`config.mk`:
```
export PLATFORM = sky130hd
export DESIGN_NAME = wdt_steer
export DESIGN_NICKNAME = d
export VERILOG_FILES = /design/src/rtl/wdt_steer_pkg.sv /design/src/rtl/wdt_cfg_reg.sv /design/src/rtl/wdt_countdown.sv /design/src/rtl/wdt_action.sv /design/src/rtl/wdt_steer.sv
export SDC_FILE = /design/constraint.sdc
export NUM_CORES = 1
export LEC_CHECK = 0
export ABC_CLOCK_PERIOD_IN_PS = 4460
export BUFFER_PORTS_ARGS = -buffer_cell sky130_fd_sc_hd__buf_2
export CAP_MARGIN = 25
export CORE_ASPECT_RATIO = 0.9
export CORE_UTILIZATION = 25
export DETAILED_ROUTE_END_ITERATION = 8
export SETUP_SLACK_MARGIN = 0.1
export SLEW_MARGIN = 10
export SYNTH_ARGS = -nofsm -noshare
export SYNTH_HDL_FRONTEND = slang
export SYNTH_HIERARCHICAL = 1
export SYNTH_SLANG_ARGS = --single-unit
```
`constraint.sdc`:
```
create_clock -name clk -period 4.46 [get_ports clk]
set_input_delay 0.223 -clock clk [delete_from_list [all_inputs] [get_ports clk]]
set_output_delay 0.223 -clock clk [all_outputs]
set_load 0.01 [all_outputs]
```
`src/rtl/wdt_steer_pkg.sv`:
```
package wdt_steer_pkg;

    localparam int unsigned RES_W   = 2;
    localparam int unsigned MULT_W  = 5;
    localparam int unsigned BYTE_W  = 1 + MULT_W + RES_W;
    localparam int unsigned MAX_SHL = 2 * ((1 << RES_W) - 1);
    localparam int unsigned CNT_W   = MULT_W + MAX_SHL;

    typedef struct packed {
        logic              steer;
        logic [MULT_W-1:0] mult;
        logic [RES_W-1:0]  res;
    } wd_cfg_t;

    typedef logic [CNT_W-1:0] wd_cnt_t;

    typedef enum logic [1:0] {
        ACT_NONE  = 2'd0,
        ACT_IRQ   = 2'd1,
        ACT_RESET = 2'd2
    } wd_act_e;

    function automatic wd_cnt_t wd_interval(input wd_cfg_t c);
        return wd_cnt_t'(c.mult) << (2 * c.res);
    endfunction

endpackage

```
`src/rtl/wdt_cfg_reg.sv`:
```
module wdt_cfg_reg
    import wdt_steer_pkg::*;
(
    input  logic    clk,
    input  logic    rst,
    input  logic    wr_en,
    input  wd_cfg_t wr_data,
    input  logic    clr,
    output wd_cfg_t cfg_q
);

    always_ff @(posedge clk) begin
        if (rst)        cfg_q <= '0;
        else if (wr_en) cfg_q <= wr_data;
        else if (clr)   cfg_q <= '0;
    end

    // a reset-steered expiry wipes the byte
    a_r6_byte_wiped: assert property (@(posedge clk) disable iff (rst)
        (clr && !wr_en) |=> (cfg_q == '0));

    // a write lands in the byte
    a_r3_write_lands: assert property (@(posedge clk) disable iff (rst)
        wr_en |=> (cfg_q == $past(wr_data)));

endmodule

```
`src/rtl/wdt_countdown.sv`:
```
module wdt_countdown
    import wdt_steer_pkg::*;
(
    input  logic    clk,
    input  logic    rst,
    input  logic    tick,
    input  logic    load,
    input  wd_cfg_t load_cfg,
    output logic    expire,
    output logic    running
);

    wd_cnt_t cnt;
    wd_cnt_t reload;

    assign reload = wd_interval(load_cfg);
    assign expire = tick && running && !load && (cnt == wd_cnt_t'(1));

    always_ff @(posedge clk) begin
        if (rst) begin
            cnt     <= '0;
            running <= 1'b0;
        end else if (load) begin
            cnt     <= reload;
            running <= (reload != '0);
        end else if (tick && running) begin
            if (cnt == wd_cnt_t'(1)) begin
                cnt     <= '0;
                running <= 1'b0;
            end else begin
                cnt <= cnt - wd_cnt_t'(1);
            end
        end
    end

    // a running countdown never sits at zero
    a_r1_no_zero_run: assert property (@(posedge clk) disable iff (rst)
        running |-> (cnt != '0));

    // without a tick or a load the count holds
    a_r9_hold: assert property (@(posedge clk) disable iff (rst)
        (!tick && !load) |=> ($stable(cnt) && $stable(running)));

    // after an expiry the countdown is stopped
    a_r7_stops: assert property (@(posedge clk) disable iff (rst)
        expire |=> !running);

endmodule

```
`src/rtl/wdt_action.sv`:
```
module wdt_action
    import wdt_steer_pkg::*;
(
    input  logic clk,
    input  logic rst,
    input  logic expire,
    input  logic steer,
    input  logic flag_clr,
    output logic cfg_clr,
    output logic flag,
    output logic rst_req,
    output logic irq,
    output logic cent_clr
);

    wd_act_e act;

    always_comb begin
        act = ACT_NONE;
        if (expire) act = steer ? ACT_RESET : ACT_IRQ;
    end

    assign cfg_clr = (act == ACT_RESET);

    always_ff @(posedge clk) begin
        if (rst) begin
            rst_req  <= 1'b0;
            irq      <= 1'b0;
            cent_clr <= 1'b0;
            flag     <= 1'b0;
        end else begin
            rst_req  <= (act == ACT_RESET);
            cent_clr <= (act == ACT_RESET);
            irq      <= (act == ACT_IRQ);
            if (flag_clr)    flag <= 1'b0;
            else if (expire) flag <= 1'b1;
        end
    end

    // the two outcomes exclude each other
    a_r6_exclusive: assert property (@(posedge clk) disable iff (rst)
        !(rst_req && irq));

    // reset request lasts one cycle
    a_r6_one_cycle: assert property (@(posedge clk) disable iff (rst)
        rst_req |=> !rst_req);

    // interrupt lasts one cycle
    a_r7_one_cycle: assert property (@(posedge clk) disable iff (rst)
        irq |=> !irq);

    // a pulse always comes with the flag
    a_r5_flag_with_pulse: assert property (@(posedge clk) disable iff (rst)
        (rst_req || irq) |-> flag);

    // a write clears the flag
    a_r3_flag_clear: assert property (@(posedge clk) disable iff (rst)
        flag_clr |=> !flag);

endmodule

```
`src/rtl/wdt_steer.sv`:
```
module wdt_steer
    import wdt_steer_pkg::*;
(
    input  logic              clk,
    input  logic              rst,
    input  logic              tick_16hz,
    input  logic              cfg_wr,
    input  logic [BYTE_W-1:0] cfg_wdata,
    input  logic              cfg_rd,
    output logic [BYTE_W-1:0] cfg_rdata,
    output logic              wd_flag,
    output logic              reset_req,
    output logic              irq_pulse,
    output logic              century_clr
);

    wd_cfg_t cfg_q;
    wd_cfg_t wr_cfg;
    wd_cfg_t load_cfg;
    logic    load;
    logic    expire;
    logic    running;
    logic    cfg_clr;

    assign wr_cfg    = wd_cfg_t'(cfg_wdata);
    assign load      = cfg_wr || cfg_rd;
    assign load_cfg  = cfg_wr ? wr_cfg : cfg_q;
    assign cfg_rdata = BYTE_W'(cfg_q);

    wdt_cfg_reg u_cfg (
        .clk     (clk),
        .rst     (rst),
        .wr_en   (cfg_wr),
        .wr_data (wr_cfg),
        .clr     (cfg_clr),
        .cfg_q   (cfg_q)
    );

    wdt_countdown u_cnt (
        .clk      (clk),
        .rst      (rst),
        .tick     (tick_16hz),
        .load     (load),
        .load_cfg (load_cfg),
        .expire   (expire),
        .running  (running)
    );

    wdt_action u_act (
        .clk      (clk),
        .rst      (rst),
        .expire   (expire),
        .steer    (cfg_q.steer),
        .flag_clr (cfg_wr),
        .cfg_clr  (cfg_clr),
        .flag     (wd_flag),
        .rst_req  (reset_req),
        .irq      (irq_pulse),
        .cent_clr (century_clr)
    );

    // servicing in a cycle suppresses any pulse after it
    a_r8_service_wins: assert property (@(posedge clk) disable iff (rst)
        (cfg_wr || cfg_rd) |=> !(reset_req || irq_pulse));

    // the byte reads zero while the reset request is up
    a_r6_byte_zero: assert property (@(posedge clk) disable iff (rst)
        reset_req |-> (cfg_rdata == '0));

    // the century strobe accompanies the reset request
    a_r6_century: assert property (@(posedge clk) disable iff (rst)
        reset_req |-> century_clr);

    // a stopped timer never produces a pulse
    a_r2_stopped_quiet: assert property (@(posedge clk) disable iff (rst)
        (!running && !load) |=> !(reset_req || irq_pulse));

endmodule

```
# [Word-level counts from Yosys, hierarchy flattened]
# Cells that the tools add are included.
[classes] addsub=1 n_eq_ne=3 shift=1 mux=11 n_reduce_logical=11
[ops] cell="2-to-1 mux 11 bit" n=3
[ops] cell="2-to-1 mux 8 bit" n=2
[ops] cell="== test 11 x 1 -> 1 bit (second input constant)" n=1
[ops] cell="nonzero test 11 bit" n=1
[ops] cell="left shift 5 x 3 -> 11 bit" n=1
[ops] cell="subtractor 11 x 1 -> 11 bit (second input constant)" n=1
[ops] cell="2-to-1 mux 7 bit" n=1
[ops] cell="nonzero test 2 bit" n=3
[ops] cell="2-to-1 mux 2 bit" n=2
[ops] cell="logical AND 1 bit" n=3
[ops] cell="2-to-1 mux 1 bit" n=3
[ops] cell="== test 2 x 1 -> 1 bit (second input constant)" n=1
[ops] cell="== test 2 bit (second input constant)" n=1
[ops] cell="AND reduction 2 bit" n=1
[ops] cell="OR reduction 2 bit" n=1
[ops] cell="zero test 1 bit" n=1
[ops] cell="logical OR 1 bit" n=1
[word_totals] regBits=23 inputBits=13 output_inout_bits=12 elab_cells=35

# [Longest topological paths before layout]
[depth] word_depth=8 mapped_depth=9 ltp_nobuf=8

# [Cells and area by module]
# Netlist, hierarchy kept.
[modules_own_cells] module="wdt_countdown" instances=1 cells_each=112 area_each_um2=898.4 seq_area_each_um2=240.2
[modules_own_cells] module="wdt_cfg_reg" instances=1 cells_each=36 area_each_um2=377.9 seq_area_each_um2=160.2
[modules_own_cells] module="wdt_steer" instances=1 cells_each=10 area_each_um2=137.6 seq_area_each_um2=0.0
[modules_own_cells] module="wdt_action" instances=1 cells_each=9 area_each_um2=105.1 seq_area_each_um2=60.1

# [Worst setup path before layout]
# OpenSTA, ideal clock, no wires.
[synth_timing] kind="reg-to-reg" from="reg u_cnt.cnt[0]" to="reg, netlist name u_cfg/cfg_q[7]" setup_ns=0.123 t_arrival_ns=1.703 required_time_ns=4.337 setup_slack_ns=2.634 stages_incl_launch_ff=9 n_path_buf=1 synth_period_minus_slack_ns=1.826 cell_sequence="dfxtp_1 -> ha_1 -> nor4b_2 -> nand2_1 -> nor3_1 -> and2_2 -> or2_1 -> buf_6 -> o32ai_2"
[synth_via] elab_chain_len=5
[synth_lines] element="from (decl)" line="wdt_countdown.sv:13" rtl="wd_cnt_t cnt;"
[synth_lines] element="from (signal assigned)" line="wdt_countdown.sv:24" rtl="cnt <= reload;"
[synth_lines] element="from (signal assigned)" line="wdt_countdown.sv:31" rtl="cnt <= cnt - wd_cnt_t'(1);"
[synth_lines] element="== test 11 x 1 -> 1 bit" line="wdt_countdown.sv:17" rtl="assign expire = tick && running && !load && (cnt == wd_cnt_t'(1));"
[synth_lines] element="logical AND 1 bit" line="wdt_countdown.sv:17"
[synth_lines] element="net expire" line="wdt_steer.sv:21" rtl="logic expire;"
[synth_lines] element="2-to-1 mux 2 bit" line="wdt_action.sv:20" rtl="if (expire) act = steer ? ACT_RESET : ACT_IRQ;"
[synth_lines] element="== test 2 bit" line="wdt_action.sv:23" rtl="assign cfg_clr = (act == ACT_RESET);"
[synth_lines] element="net cfg_clr" line="wdt_steer.sv:23" rtl="logic cfg_clr;"
[synth_lines] element="nonzero test 2 bit (no source line)"
# The timed path passes the listed nets, and every way through them passes these cells.
# A chain may end at the register's enable or synchronous reset.

# [Final worst setup path]
[layout_timing] from="reg u_cnt.cnt[0]" to="reg, netlist name u_cfg/cfg_q[0]"
[layout_via] elab_chain_len=5
[layout_lines] element="== test 11 x 1 -> 1 bit" line="wdt_countdown.sv:17"
[layout_lines] element="logical AND 1 bit" line="wdt_countdown.sv:17"
[layout_lines] element="net expire" line="wdt_steer.sv:21"
[layout_lines] element="2-to-1 mux 2 bit" line="wdt_action.sv:20"
[layout_lines] element="== test 2 bit" line="wdt_action.sv:23"
[layout_lines] element="net cfg_clr" line="wdt_steer.sv:23"
[layout_lines] element="nonzero test 2 bit (no source line)"
# The timed path passes the listed nets, and every way through them passes these cells.

==> results by group <==
Logic synthesis
  • Post-Syn Area: 1500 um^2
  • Syn avg cell area: 9.06 um^2
  • Yosys warns: 6
  • Syn Inst Count: 166
  • Post-synth net total: 181

Placement
  • Port bufs: 24
  • Post-DP HPWL: 2570 um
  • RePlAce Congestion: 0.828
  • Dpl cells: 250

Timing
  • Final period util: 51.6%
  • Max Clk Rate: 434 MHz
  • Tmin final: 2.30 ns
  • Max-slew violations: 0
  • Total negative slack: 0 ns
  • Unrepaired setup endpoints after global routing: false
  • Final Setup Violations: 0
  • Worst Tran Pin Value: 0.587 ns
  • Final Hold Vio Count: 0
  • Slew HR: 60.8%
  • Layout Skew: 0.00158 ns

Clock tree
  • Cts hold-fix bufs: 0
  • Num CTS Buffers: 3
  • TritonCTS Sinks: 23
  • CTS tree: built
  • Clock buffer depth: 2
  • Max H-tree Level: 1
  • Clock transition at path regs: 0.08 ns
  • CTS root buf: clkbuf_8
  • Setup Buffers After CTS: 0
  • Post-cts sizing count: 0
  • Clock latency on the worst-skew pair: 0.26 ns

Drt
  • Via count: 1,271
  • WL/cell: 13.2 um
  • Routed Antenna Nets: 0
  • Vias/cell: 5.00
  • Detailed Route Iter0 Violations: 106
  • DRC viols: 0
  • Detailed Route WL: 3360 um
  • Drt first pass iters: 4

Outcome
  • Status: finished, final reports clean

Power and ir drop
  • Worst VDD drop: 0.167 mV
  • PD cells: 296 nW/um^2
  • Lkg Pwr: 0.664 nW

Cells and area
  • Layout cell share with drive strength beyond 1: 29.9%
  • Non-filler cells, final: 254
  • Ant diodes: 0
  • Net count, final: 200
  • Most common cell after layout, fill and taps aside: buf_2
  • Most frequent cells in the layout: buf_2 (24), dfxtp_1 (23), nor2_1 (15), inv_1 (12), nand2_1 (12)
  • Area growth syn-to-layout: 12.6%

Floorplanning
  • DIE AREA: 6330 um^2
  • Core Footprint: 5730 um^2
  • IO Pins: 25
  • Die Ht: 75.6 um
  • Core Rows: 26
  • Initial Util: 26.3%
  • DIE WIDTH: 83.8 um

Worst hold path
  • Worst Hold Class: input pin to register

Setup path
  • Startpoint Class: register
  • Critical path endpoint category: register
  • Worst path arrival time: 2.44 ns
  • WP data required: 4.59 ns
  • Crit-path max FO: 7
  • Crit Path Class: register to register

Global routing
  • Largest net degree at the start of global routing: 26
  • GRT Util Overall: 11.1%
  • First-pass GRT wire length: 5750 um
  • Initial antenna violation count: 0
  • Vias in the first global route: 1,230
  • Grt ovf: 0

Job
  • Max-cap violations: 0
registers in the layout, indices dropped and copies added, names as in the netlist:
signal / count
u_act/cent_clr: 1
u_act/flag: 1
u_act/irq: 1
u_cfg/cfg_q: 8
u_cnt/cnt: 11
u_cnt/running: 1
area by class of cell:
class	count	area, um^2
clock inverters	1	5.00
flip-flops and latches	23	460
clock buffers	3	41.3
repair buffers	24	120
multi-input cells	121	933
inverters	12	45.0
well taps	70	87.6
fillers	632	4030
through the flow:
stage / setup WS (ns) / utilization, % / area (um^2) / hold WS, ns / power (mW)
2_1_floorplan: 2.63 / - / 1500 / 0.292 / 0.343
3_3_place_gp: 2.30 / 28.8 / 1650 / 0.493 / 0.375
3_5_place_dp: 2.18 / 28.8 / 1650 / 0.488 / 0.376
4_1_cts: 2.14 / 29.6 / 1690 / 0.216 / 0.507
5_1_grt: 1.93 / 29.6 / 1690 / 0.223 / 0.532
6_report: 2.16 / 29.6 / 1690 / 0.221 / 0.501
worst max-delay path, stage by stage, from the launching register on:
cell and delay [ns]:
dfxtp_1 0.40, ha_1 0.20, nor4b_2 0.33, nand2_1 0.18, nor3_1 0.36, and2_2 0.22, or2_1 0.35, o32ai_2 0.13
path summary, 6_finish.rpt:
check        slack, ns  depth (start not counted)    startpoint        endpoint
max reg2reg       2.16                          7  u_cnt/cnt[0]  u_cfg/cfg_q[0]
min               0.22                          3  cfg_wdata[5]  u_cfg/cfg_q[5]
max               2.16                          7  u_cnt/cnt[0]  u_cfg/cfg_q[0]
min reg2reg       0.50                          2    u_act/flag      u_act/flag
per-layer routing:
metal / wire length (um) / global-route usage [%] / vias to the layer above
li1: - / - / 647
met1: 1660 / 14.6 / 585
met2: 1500 / 18.9 / 37
met3: 194 / 3.03 / 2
met4: 8 / 1.69 / 0
met5: 0 / 0 / -
where the power goes:
group | leakage [nW] | total [mW] | switching, mW | internal (mW)
Combinational | 0.450 | 0.138 | 0.0774 | 0.0611
Clock | 0.0255 | 0.130 | 0.0677 | 0.0624
Sequential | 0.188 | 0.233 | 0.0147 | 0.218
(Power assumes the default switching activity.)
